**config.mk**
```make
export PLATFORM = sky130hd
export DESIGN_NAME = usb_phy_pwr_seq
export DESIGN_NICKNAME = d
export VERILOG_FILES = /design/src/rtl/usb_phy_seq_pkg.sv /design/src/rtl/usb_phy_rate_decode.sv /design/src/rtl/usb_phy_req_queue.sv /design/src/rtl/usb_phy_delay_timer.sv /design/src/rtl/usb_phy_pwr_seq.sv
export SDC_FILE = /design/constraint.sdc
export NUM_CORES = 1
export LEC_CHECK = 0
export BUFFER_PORTS_ARGS = -buffer_cell sky130_fd_sc_hd__buf_2
export CAP_MARGIN = 0
export CORE_MARGIN = 2
export CORE_UTILIZATION = 30
export DETAILED_ROUTE_END_ITERATION = 10
export PLACE_DENSITY = 0.5
export SLEW_MARGIN = 20
export SYNTH_ARGS = -nofsm -noshare
export SYNTH_HDL_FRONTEND = slang
export SYNTH_HIERARCHICAL = 1
export SYNTH_SLANG_ARGS = --single-unit
```
**constraint.sdc**
```tcl
create_clock -name clk -period 4.61 [get_ports clk]
set_input_delay 0.2305 -clock clk [delete_from_list [all_inputs] [get_ports clk]]
set_output_delay 0.2305 -clock clk [all_outputs]
set_load 0.01 [all_outputs]
```
**src/rtl/usb_phy_seq_pkg.sv**
```systemverilog
package usb_phy_seq_pkg;
  localparam int NPORT = 4;
  localparam int PWR_W = 15;
  localparam int RST_W = 11;
  localparam int ISO_W = 3;

  typedef logic [1:0] port_t;
  typedef enum logic [1:0] {ST_IDLE, ST_STEP, ST_HOLD, ST_SETTLE} seq_st_e;

  // power-down bit group of a port
  function automatic logic [PWR_W-1:0] pwr_mask(input port_t p);
    case (p)
      2'd0:    pwr_mask = 15'h0039;
      2'd1:    pwr_mask = 15'h01C0;
      2'd2:    pwr_mask = 15'h0E00;
      default: pwr_mask = 15'h7000;
    endcase
  endfunction

  // reset bit group of a port
  function automatic logic [RST_W-1:0] rst_mask(input port_t p);
    case (p)
      2'd0:    rst_mask = 11'h001;
      2'd1:    rst_mask = 11'h418;
      2'd2:    rst_mask = 11'h240;
      default: rst_mask = 11'h220;
    endcase
  endfunction

  // device and host share one isolation enable
  function automatic logic [1:0] iso_idx(input port_t p);
    iso_idx = (p < 2'd2) ? 2'd0 : (p - 2'd1);
  endfunction

  // number of ports touched when a port is requested
  function automatic logic [1:0] chain_len(input port_t p);
    case (p)
      2'd0:    chain_len = 2'd1;
      2'd1:    chain_len = 2'd2;
      default: chain_len = 2'd3;
    endcase
  endfunction

  // chain order: device, host, then the port itself
  function automatic port_t chain_tgt(input port_t p, input logic [1:0] idx);
    if (idx == 2'd0)      chain_tgt = 2'd0;
    else if (idx == 2'd1) chain_tgt = 2'd1;
    else                  chain_tgt = p;
  endfunction
endpackage

```
**src/rtl/usb_phy_rate_decode.sv**
```systemverilog
module usb_phy_rate_decode #(
  parameter int RATE_W = 16
) (
  input  logic [RATE_W-1:0] rate_khz,
  output logic [2:0]        code,
  output logic              known
);
  always_comb begin
    known = 1'b1;
    code  = 3'd0;
    if (rate_khz == RATE_W'(9600))       code = 3'd0;
    else if (rate_khz == RATE_W'(10000)) code = 3'd1;
    else if (rate_khz == RATE_W'(12000)) code = 3'd2;
    else if (rate_khz == RATE_W'(19200)) code = 3'd3;
    else if (rate_khz == RATE_W'(20000)) code = 3'd4;
    else if (rate_khz == RATE_W'(24000)) code = 3'd5;
    else if (rate_khz == RATE_W'(50000)) code = 3'd7;
    else                                 known = 1'b0;
  end
endmodule

```
**src/rtl/usb_phy_req_queue.sv**
```systemverilog
module usb_phy_req_queue #(
  parameter int NPORT = 4,
  localparam int IDX_W = (NPORT > 1) ? $clog2(NPORT) : 1
) (
  input  logic             clk,
  input  logic             rst,
  input  logic [NPORT-1:0] on_req,
  input  logic [NPORT-1:0] off_req,
  input  logic [NPORT-1:0] clr,
  output logic             pend_any,
  output logic [IDX_W-1:0] pick_idx,
  output logic             pick_on
);
  logic [NPORT-1:0] pend_q;
  logic [NPORT-1:0] dir_q;

  always_ff @(posedge clk) begin
    if (rst) begin
      pend_q <= '0;
      dir_q  <= '0;
    end else begin
      for (int i = 0; i < NPORT; i++) begin
        if (on_req[i] || off_req[i]) begin
          pend_q[i] <= 1'b1;
          dir_q[i]  <= on_req[i];
        end else if (clr[i]) begin
          pend_q[i] <= 1'b0;
        end
      end
    end
  end

  always_comb begin
    pick_idx = '0;
    for (int i = NPORT - 1; i >= 0; i--) begin
      if (pend_q[i]) pick_idx = IDX_W'(i);
    end
  end

  assign pend_any = |pend_q;
  assign pick_on  = dir_q[pick_idx];

  // at most one port is served at a time, and only a pending one
  p_clr_onehot_r10: assert property (@(posedge clk) disable iff (rst)
    $onehot0(clr) && ((clr & ~pend_q) == '0));
endmodule

```
**src/rtl/usb_phy_delay_timer.sv**
```systemverilog
module usb_phy_delay_timer #(
  parameter int CNT_W = 12
) (
  input  logic             clk,
  input  logic             rst,
  input  logic             load,
  input  logic [CNT_W-1:0] load_val,
  output logic             done
);
  logic [CNT_W-1:0] cnt_q;

  always_ff @(posedge clk) begin
    if (rst)              cnt_q <= '0;
    else if (load)        cnt_q <= load_val;
    else if (cnt_q != '0) cnt_q <= cnt_q - 1'b1;
  end

  assign done = (cnt_q == '0);

  // a running count only ever moves down by one
  p_count_down_r12: assert property (@(posedge clk) disable iff (rst)
    (!load && cnt_q != '0) |=> (cnt_q == $past(cnt_q) - 1'b1));
endmodule

```
**src/rtl/usb_phy_pwr_seq.sv**
```systemverilog
module usb_phy_pwr_seq
  import usb_phy_seq_pkg::*;
#(
  parameter int CLK_KHZ   = 50000,
  parameter int RST_US    = 10,
  parameter int SETTLE_US = 80,
  parameter int RATE_W    = 16,
  parameter int CNT_W     = 4
) (
  input  logic              clk,
  input  logic              rst,
  input  logic [3:0]        on_req,
  input  logic [3:0]        off_req,
  input  logic [RATE_W-1:0] ref_rate_khz,
  output logic [14:0]       pwrdn_ctl,
  output logic [10:0]       rst_ctl,
  output logic [2:0]        iso_en,
  output logic              mode_host,
  output logic [3:0]        port_ready,
  output logic [3:0]        underflow_err,
  output logic [2:0]        freq_sel,
  output logic              rate_err
);
  localparam int RST_RAW = (RST_US * CLK_KHZ + 999) / 1000;
  localparam int SET_RAW = (SETTLE_US * CLK_KHZ + 999) / 1000;
  localparam int RST_CYC = (RST_RAW < 1) ? 1 : RST_RAW;
  localparam int SET_CYC = (SET_RAW < 1) ? 1 : SET_RAW;
  localparam int MAX_CYC = (RST_CYC > SET_CYC) ? RST_CYC : SET_CYC;
  localparam int TMR_W   = $clog2(MAX_CYC + 1);
  localparam logic [14:0] PWR_ALL = 15'h7FF9;

  seq_st_e          st;
  port_t            cur_p;
  logic             cur_on;
  logic [1:0]       idx;
  logic [CNT_W-1:0] ext_cnt [NPORT];
  logic [CNT_W-1:0] int_cnt [NPORT];

  logic             pend_any, pick_on;
  port_t            pick_idx;
  logic [NPORT-1:0] clr;
  logic [2:0]       rate_code;
  logic             rate_ok;
  logic             tmr_load, tmr_done;
  logic [TMR_W-1:0] tmr_val;
  port_t            tgt;
  logic             at_last;
  logic             hw_up;

  usb_phy_req_queue #(.NPORT(NPORT)) u_queue (
    .clk(clk), .rst(rst), .on_req(on_req), .off_req(off_req), .clr(clr),
    .pend_any(pend_any), .pick_idx(pick_idx), .pick_on(pick_on));

  usb_phy_rate_decode #(.RATE_W(RATE_W)) u_rate (
    .rate_khz(ref_rate_khz), .code(rate_code), .known(rate_ok));

  usb_phy_delay_timer #(.CNT_W(TMR_W)) u_timer (
    .clk(clk), .rst(rst), .load(tmr_load), .load_val(tmr_val), .done(tmr_done));

  assign tgt     = chain_tgt(cur_p, idx);
  assign at_last = (idx == chain_len(cur_p) - 2'd1);
  assign hw_up   = (st == ST_STEP) && cur_on && (int_cnt[tgt] == '0);
  assign clr     = (st == ST_IDLE && pend_any) ? (NPORT'(1) << pick_idx) : '0;
  assign tmr_load = hw_up || (st == ST_HOLD && tmr_done);
  assign tmr_val  = (st == ST_HOLD) ? TMR_W'(SET_CYC - 1) : TMR_W'(RST_CYC - 1);

  always_ff @(posedge clk) begin
    if (rst) begin
      st            <= ST_IDLE;
      cur_p         <= '0;
      cur_on        <= 1'b0;
      idx           <= '0;
      pwrdn_ctl     <= PWR_ALL;
      rst_ctl       <= '0;
      iso_en        <= '1;
      mode_host     <= 1'b1;
      port_ready    <= '0;
      underflow_err <= '0;
      freq_sel      <= '0;
      rate_err      <= 1'b0;
      for (int i = 0; i < NPORT; i++) begin
        ext_cnt[i] <= '0;
        int_cnt[i] <= '0;
      end
    end else begin
      rate_err <= !rate_ok;
      case (st)
        ST_IDLE: begin
          if (pend_any) begin
            cur_p  <= pick_idx;
            cur_on <= pick_on;
            idx    <= '0;
            if (pick_on) begin
              ext_cnt[pick_idx] <= ext_cnt[pick_idx] + 1'b1;
              if (ext_cnt[pick_idx] == '0) begin
                if (pick_idx == 2'd0) mode_host <= 1'b0;
                if (pick_idx == 2'd1) mode_host <= 1'b1;
                st <= ST_STEP;
              end
            end else if (ext_cnt[pick_idx] == '0) begin
              underflow_err[pick_idx] <= 1'b1;
            end else begin
              ext_cnt[pick_idx] <= ext_cnt[pick_idx] - 1'b1;
              if (ext_cnt[pick_idx] == CNT_W'(1)) begin
                if (pick_idx == 2'd0) mode_host <= 1'b1;
                st <= ST_STEP;
              end
            end
          end
        end
        ST_STEP: begin
          if (cur_on) begin
            int_cnt[tgt] <= int_cnt[tgt] + 1'b1;
            if (int_cnt[tgt] == '0) begin
              if (rate_ok) freq_sel <= rate_code;
              iso_en[iso_idx(tgt)] <= 1'b0;
              pwrdn_ctl <= pwrdn_ctl & ~pwr_mask(tgt);
              rst_ctl   <= rst_ctl | rst_mask(tgt);
              st        <= ST_HOLD;
            end else if (at_last) begin
              st <= ST_IDLE;
            end else begin
              idx <= idx + 2'd1;
            end
          end else begin
            if (int_cnt[tgt] != '0) int_cnt[tgt] <= int_cnt[tgt] - 1'b1;
            if (int_cnt[tgt] == CNT_W'(1)) begin
              iso_en[iso_idx(tgt)] <= 1'b1;
              pwrdn_ctl       <= pwrdn_ctl | pwr_mask(tgt);
              port_ready[tgt] <= 1'b0;
            end
            if (at_last) st <= ST_IDLE;
            else         idx <= idx + 2'd1;
          end
        end
        ST_HOLD: begin
          if (tmr_done) begin
            rst_ctl <= rst_ctl & ~rst_mask(tgt);
            st      <= ST_SETTLE;
          end
        end
        default: begin
          if (tmr_done) begin
            port_ready[tgt] <= 1'b1;
            if (at_last) st <= ST_IDLE;
            else begin
              idx <= idx + 2'd1;
              st  <= ST_STEP;
            end
          end
        end
      endcase
    end
  end

  // reset is held for the whole timed pulse
  p_hold_has_rst_r2: assert property (@(posedge clk) disable iff (rst)
    (st == ST_HOLD) |-> (rst_ctl != '0));

  // mode select only moves when a request is taken
  p_mode_on_take_r7: assert property (@(posedge clk) disable iff (rst)
    !$stable(mode_host) |-> ($past(st) == ST_IDLE));

  generate
    for (genvar g = 0; g < NPORT; g++) begin : g_chk
      // ready appears only on a powered, released, de-isolated port
      p_ready_clean_r2: assert property (@(posedge clk) disable iff (rst)
        $rose(port_ready[g]) |->
          (((rst_ctl & rst_mask(2'(g))) == '0) &&
           ((pwrdn_ctl & pwr_mask(2'(g))) == '0) && !iso_en[iso_idx(2'(g))]));
      // power-off isolates and powers down without any reset change
      p_off_quiet_r3: assert property (@(posedge clk) disable iff (rst)
        $fell(port_ready[g]) |->
          (((pwrdn_ctl & pwr_mask(2'(g))) == pwr_mask(2'(g))) &&
           iso_en[iso_idx(2'(g))] && $stable(rst_ctl)));
      // underflow flag is sticky
      p_uf_sticky_r11: assert property (@(posedge clk) disable iff (rst)
        underflow_err[g] |=> underflow_err[g]);
    end
  endgenerate
endmodule

```
Word-level counts from Yosys, hierarchy flattened
Memories as Yosys holds them, arrays and structs flattened.
Cells that the tools add are included.
{"block": "totals", "word_cells": 263, "ram_bits": 32, "register_bits": 69, "mem_count": 2, "input_bits": 26, "output_inout_bits": 42}
{"memory": "ext_cnt", "depth": 4, "width": 4, "rd": 1, "rd_clocked_by_memory_dff": 0, "write_ports": 4, "line_no": "usb_phy_pwr_seq.sv:36", "rtl": "logic [CNT_W-1:0] ext_cnt [NPORT];"}
{"memory": "int_cnt", "depth": 4, "width": 4, "rd": 1, "rd_clocked_by_memory_dff": 0, "write_ports": 4, "line_no": "usb_phy_pwr_seq.sv:37", "rtl": "logic [CNT_W-1:0] int_cnt [NPORT];"}
{"block": "classes", "reduce_logical": 47, "mux": 128, "magnitude_cmp": 7, "n_shift": 1, "n_addsub": 8, "bitwise_logic": 18, "eq_ne": 31}
{"cell": "two-way mux 15 bit", "count": 11}
{"cell": "two-way mux 11 bit", "count": 10}
{"cell": "two-way mux 1 bit", "count": 51}
{"cell": "equality test 16 x 14 -> 1 bit, second input constant", "count": 3}
{"cell": "equality test 16 x 15 -> 1 bit, second input constant", "count": 3}
{"cell": "two-way mux 2 bit", "count": 24}
{"cell": "one-hot mux 15 bit (3 select lines)", "count": 1}
{"cell": "two-way mux 12 bit", "count": 3}
{"cell": "one-hot mux 11 bit (3 select lines)", "count": 1}
{"cell": "two-way mux 4 bit", "count": 8}
{"cell": "two-way mux 3 bit", "count": 10}
{"cell": "one-hot mux 11 bit (2 select lines)", "count": 1}
{"cell": "AND reduction 4 bit", "count": 5}
{"cell": "nonzero test 2 bit", "count": 10}
{"cell": "equality test 16 bit, second input constant", "count": 1}
{"cell": "bitwise AND 15 bit", "count": 1}
{"cell": "NOT 15 bit", "count": 1}
{"cell": "bitwise OR 15 bit", "count": 1}
{"cell": "zero test 12 bit", "count": 1}
{"cell": "one-hot mux 2 bit (3 select lines)", "count": 2}
{"cell": "nonzero test 12 bit", "count": 1}
{"cell": "OR reduction 4 bit", "count": 3}
{"cell": "subtractor 12 x 1 -> 12 bit, second input constant", "count": 1}
{"cell": "bitwise AND 11 bit", "count": 1}
{"cell": "other kinds (43)", "count": 86}

Depth between registers and ports, before layout
An unclocked memory read counts as a cell.
{"block": "logic_depth", "ltp_word": 15, "mapped_depth": 18, "mapped_depth_nobuf": 14}

Cells and area by module
The synthesis kept the hierarchy.
{"module": "usb_phy_pwr_seq", "cells_per_inst": 373, "n_inst": 1, "area_each_um2": 3557.2, "seq_area_each_um2": 1581.5}
{"module": "usb_phy_delay_timer", "cells_per_inst": 93, "n_inst": 1, "area_each_um2": 729.4, "seq_area_each_um2": 240.2}
{"module": "usb_phy_req_queue", "cells_per_inst": 41, "n_inst": 1, "area_each_um2": 341.6, "seq_area_each_um2": 160.2}
{"module": "usb_phy_rate_decode", "cells_per_inst": 34, "n_inst": 1, "area_each_um2": 250.2, "seq_area_each_um2": 0.0}

Worst setup path after synthesis
OpenSTA, ideal clock, no wires.
{"block": "synth_timing", "kind": "reg-to-reg", "from": "reg idx[0]", "to": "reg u_timer.cnt_q[9]", "period_less_slack_ps": 3319, "setup_slack_ps": 1291, "required_time_ps": 4490, "setup_time_ps": 120, "t_arrival_ps": 3199, "path_buffers": 4, "stages_incl_launch_ff": 18, "cell_sequence": "dfxtp_1 -> inv_1 -> ha_1 -> nor3b_1 -> buf_4 -> mux2i_1 -> mux2i_2 -> inv_1 -> ha_1 -> clkbuf_1 -> nand2_1 -> nor2_1 -> nand2_2 -> o21ai_0 -> clkbuf_1 -> clkbuf_1 -> a21oi_1 -> o31a_1"}
{"block": "synth_between", "elab_chain_cells": 8, "word_cells_on_any_way": 10, "cone_classes": "eq/ne (1); mux (3); reduce/logical (5); memory (1)"}
{"element": "start, declared", "line_no": "usb_phy_pwr_seq.sv:35", "rtl": "logic [1:0] idx;"}
{"element": "start signal, assigned", "line_no": "usb_phy_pwr_seq.sv:123", "rtl": "idx <= idx + 2'd1;"}
{"element": "start signal, assigned", "line_no": "usb_phy_pwr_seq.sv:133", "rtl": "else idx <= idx + 2'd1;"}
{"element": "start signal, assigned", "line_no": "usb_phy_pwr_seq.sv:147", "rtl": "idx <= idx + 2'd1;"}
{"element": "equality test 2 x 1 -> 1 bit", "line_no": "usb_phy_seq_pkg.sv:47", "rtl": "else if (idx == 2'd1) chain_tgt = 2'd1;"}
{"element": "two-way mux 2 bit", "line_no": "usb_phy_seq_pkg.sv:47"}
{"element": "two-way mux 2 bit (*)", "line_no": "usb_phy_seq_pkg.sv:46", "rtl": "if (idx == 2'd0) chain_tgt = 2'd0;"}
{"element": "memory read (4 x 4 bit) (*)"}
{"element": "zero test 4 bit (*)", "line_no": "usb_phy_pwr_seq.sv:62", "rtl": "assign hw_up = (st == ST_STEP) && cur_on && (int_cnt[tgt] == '0);"}
{"element": "logical AND 1 bit (*)", "line_no": "usb_phy_pwr_seq.sv:62"}
{"element": "logical OR 1 bit (*)", "line_no": "usb_phy_pwr_seq.sv:64", "rtl": "assign tmr_load = hw_up || (st == ST_HOLD && tmr_done);"}
{"element": "net tmr_load", "line_no": "usb_phy_pwr_seq.sv:44", "rtl": "logic tmr_load, tmr_done;"}
{"element": "two-way mux 12 bit / nonzero test 2 bit (equally long branches)"}
{"element": "end signal, assigned", "line_no": "usb_phy_delay_timer.sv:14", "rtl": "else if (load) cnt_q <= load_val;"}
{"element": "end signal, assigned", "line_no": "usb_phy_delay_timer.sv:15", "rtl": "else if (cnt_q != '0) cnt_q <= cnt_q - 1'b1;"}
{"element": "end, declared", "line_no": "usb_phy_delay_timer.sv:10", "rtl": "logic [CNT_W-1:0] cnt_q;"}
Mark *: on every way through the listed nets, which the timed path passes. The rest lies on a longest branch.
A chain may end at the register's enable or synchronous reset.

Worst setup path in the final report
{"block": "layout_timing", "from": "reg idx[1]", "to": "reg u_timer.cnt_q[11]"}
Same word-level chain as after synthesis.

==> insert_results.sql <==
INSERT INTO impl_metrics (metric_group, metric, value, unit) VALUES
('outcome', 'run_status', 'finished clean', ''),
('power', 'clock_power_share', '0.295', ''),
('logic_synthesis', 'postSynthRegisterBits', '83', ''),
('sta', 'clock-skew-final', '7.03', 'ps'),
('critical_path', 'sequence_of_cells_on_the_critical_path', 'inv_1, ha_1, nor3b_1, buf_4, mux2i_1, mux2i_2, inv_1, ha_1, nand2_1, nor2_1, nand2_2, o21ai_1, buf_4, inv_1, a211oi_1', ''),
('logic_synthesis', 'yosysWarnings', '6', ''),
('power', 'cell_internal_pwr', '1.59', 'mW'),
('critical_path', 'path_common_cell', 'inv_1', ''),
('cts', 'post_cts.resized_instances', '0', ''),
('floorplan', 'number_of_ports_placed_on_the_die_boundary', '68', ''),
('sta', 'hold_viol', '0', ''),
('logic_synthesis', 'synth_edf_count', '32', ''),
('floorplan', 'dieWidth', '132', 'um'),
('critical_path', 'largest_incremental_delay_on_the_critical_path', '500', 'ps'),
('sta', 'final-setup-viol-count', '0', ''),
('critical_path', 'worst_r2r_path_depth', '15', ''),
('critical_path', 'regToRegStartpoint', 'idx[1]$_SDFFE_PP0P_', ''),
('cts', 'root_buffer', 'clkbuf_16', ''),
('grt', 'globalRoute.totalOverflow', '0', ''),
('cells_and_area', 'num-nets-final', '621', ''),
('sta', 'tightest_slew', '940', 'ps'),
('critical_path', 'required', '4860', 'ps'),
('floorplan', 'initial_utilization', '0.307', ''),
('critical_path', 'critPathCapture', 'u_timer/cnt_q[11]$_SDFFE_PP0P_', ''),
('critical_path', 'crit_fanout', '19', ''),
('logic_synthesis', 'synth.largest_area_cell', 'dfxtp_1', ''),
('logic_synthesis', 'syn-cell-area', '4880', 'sq um'),
('detailed_routing', 'remaining_drc_errors', '0', ''),
('cts', 'cts.reportedPaths.clkPinSlew', '60', 'ps'),
('placement', 'i_o_buffers', '61', ''),
('logic_synthesis', 'asyncSetResetFlopFracSynth', '0', ''),
('cells_and_area', 'area_growth', '14.2', '%'),
('min_path', 'holdCritPathClass', 'in -> reg', ''),
('cts', 'clock_latency', '340', 'ps'),
('cells_and_area', 'proportion_of_layout_cells_with_a_drive_suffix_above_1', '0.186', ''),
('critical_path', 'critPathBufInv', '5', ''),
('sta', 'finalMaxSlewViolations', '0', ''),
('floorplan', 'core_region_area', '15900', 'sq um'),
('sta', 'rsz_0062_raised_after_global_routing', 'no', ''),
('critical_path', 'cell_with_the_largest_stage_delay_on_the_worst_path', 'dfxtp_1', ''),
('placement', 'place.gp.congestion', '0.858', ''),
('cts', 'ctsLongestPathBuffers', '2', ''),
('grt', 'global_route_wire_length_before_repair', '20200', 'um'),
('detailed_routing', 'totalWireLength', '12300', 'um'),
('grt', 'grtUsageTotal', '0.144', ''),
('critical_path', 'r2r_slack', '950', 'ps'),
('cts', 'cts_tree', 'built', ''),
('sta', 'fin_setup_tns', '0', 'ps'),
('logic_synthesis', 'synth_sequential_area_ratio', '0.406', ''),
('cts', 'numClockSinks', '83', ''),
('critical_path', 'critPathLaunchType', 'register', ''),
('logic_synthesis', 'synthDominantCellAreaShare', '0.209', ''),
('logic_synthesis', 'synth.distinct_cells', '84', ''),
('min_path', 'min_path_cells', '3', ''),
('logic_synthesis', 'syn-mean-instance-area', '9.02', 'sq um'),
('detailed_routing', 'drt_first_iter_violations', '161', ''),
('critical_path', 'worst_ep_arrival_time', '3910', 'ps'),
('cts', 'cts.repair_timing.setup_buffer_count', '0', ''),
('power', 'p_sw', '823', 'uW'),
('cells_and_area', 'antenna_cells', '0', ''),
('power', 'max-vdd-ir-drop', '285', 'uV'),
('placement', 'placedCellCount', '790', ''),
('logic_synthesis', 'yosys.cell_count.top_type', 'nor2_1', ''),
('critical_path', 'critPathKind', 'reg -> reg', ''),
('power', 'seq_power_share', '0.394', ''),
('flow_run', 'timing.max_cap.violations', '0', ''),
('logic_synthesis', 'postSynthCellCount', '541', ''),
('critical_path', 'timing.critical_path.max_delay_family', 'buffers and inverters', ''),
('power', 'sw_frac_of_total', '0.341', ''),
('detailed_routing', 'avgRoutedWirePerCell', '15.2', 'um'),
('logic_synthesis', 'synth_ff_type', 'dfxtp_1', '');
==> final cells by class <==
type / instances / area (sq um)
clock buffer: 9 / 225
multi-input combinational: 390 / 2550
fill: 1661 / 10300
sequential: 83 / 1980
timing repair buffer: 66 / 343
inverter: 35 / 131
tap: 216 / 270
clock inverter: 7 / 68.8
==> worst reg2reg max path: stages, from the launching register on <==
cell	delay [ps]
dfxtp_1	500
inv_1	120
ha_1	250
nor3b_1	370
buf_4	260
mux2i_1	230
mux2i_2	140
inv_1	100
ha_1	330
nand2_1	120
nor2_1	200
nand2_2	160
o21ai_1	120
buf_4	230
inv_1	170
a211oi_1	260
==> worst min-delay path by stage <==
stage / start / endpoint
floorplan: rst / u_timer/cnt_q[0]$_SDFFE_PP0P_
global placement: on_req[2] / u_queue/dir_q[2]$_SDFFE_PP0P_
detailed placement: on_req[3] / u_queue/dir_q[3]$_SDFFE_PP0P_
CTS: on_req[3] / u_queue/dir_q[3]$_SDFFE_PP0P_
global route: on_req[0] / u_queue/dir_q[0]$_SDFFE_PP0P_
finish: on_req[3] / u_queue/dir_q[3]$_SDFFE_PP0P_
==> logic make-up (layout without fill, tap and decap cells) <==
family          Yosys count  count (layout)  share of synthesized area
simple gates            220             220                      0.238
other cells               2              11                    0.00154
mux                      28              28                     0.0782
fa+ha+maj                10              10                     0.0256
compound gates          119             119                      0.169
buf+inv                  77             117                     0.0782
flops                    83              83                      0.406
xor+xnor                  2               2                    0.00359
==> per-layer routing <==
| layer | wire length (um) | up-vias | track usage | share of wire |
|---|---|---|---|---|
| met3 | 402 | 15 | 0.0170 | 0.033 |
| met1 | 5820 | 1867 | 0.194 | 0.48 |
| met4 | 226 | 0 | 0.0586 | 0.018 |
| met2 | 5800 | 82 | 0.236 | 0.47 |
| met5 | 0 | - | 0 | 0 |
| li1 | - | 2006 | - | - |
==> metrics by stage <==
step	power [mW]	worst slack (ps)	hold slack [ps]	instance area, sq um
final	2.41	946	116	5570
after global routing	2.57	546	133	5570
after CTS	2.43	940	109	5570
after detailed placement	1.71	957	465	5280
after global placement	1.70	1110	459	5280
after floorplan	1.53	1290	342	4910
==> power by group through the flow <==
stage | Sequential [mW] | Combinational [mW] | Clock (mW)
6_report | 0.949 | 0.751 | 0.712
5_1_grt | 0.964 | 0.841 | 0.761
4_1_cts | 0.948 | 0.754 | 0.730
3_5_place_dp | 0.963 | 0.751 | 0
3_3_place_gp | 0.960 | 0.740 | 0
2_1_floorplan | 0.937 | 0.594 | 0
==> cell usage in the layout (no fill, tap or decap), types with 3 or more instances in the layout <==
cell / instances
nand3b_1: 5
o31a_1: 3
inv_1: 34
a21oi_1: 39
nor2b_1: 3
o21ai_0: 12
a211oi_1: 12
a221oi_1: 3
nand2_1: 48
nor3_1: 20
dfxtp_1: 51
nand4_1: 5
nand2b_1: 12
nand3_1: 8
a21o_1: 11
edfxtp_1: 32
a211o_1: 3
ha_1: 10
buf_4: 5
mux4_2: 5
and2_1: 3
nor4_1: 6
a311oi_1: 4
nor2_1: 72
buf_2: 61
conb_1: 11
nor4bb_1: 6
mux2i_1: 17
a31oi_1: 4
and3b_1: 3
clkbuf_16: 9
nor3b_1: 4
clkinvlp_4: 4
(Power assumes the default switching activity.)
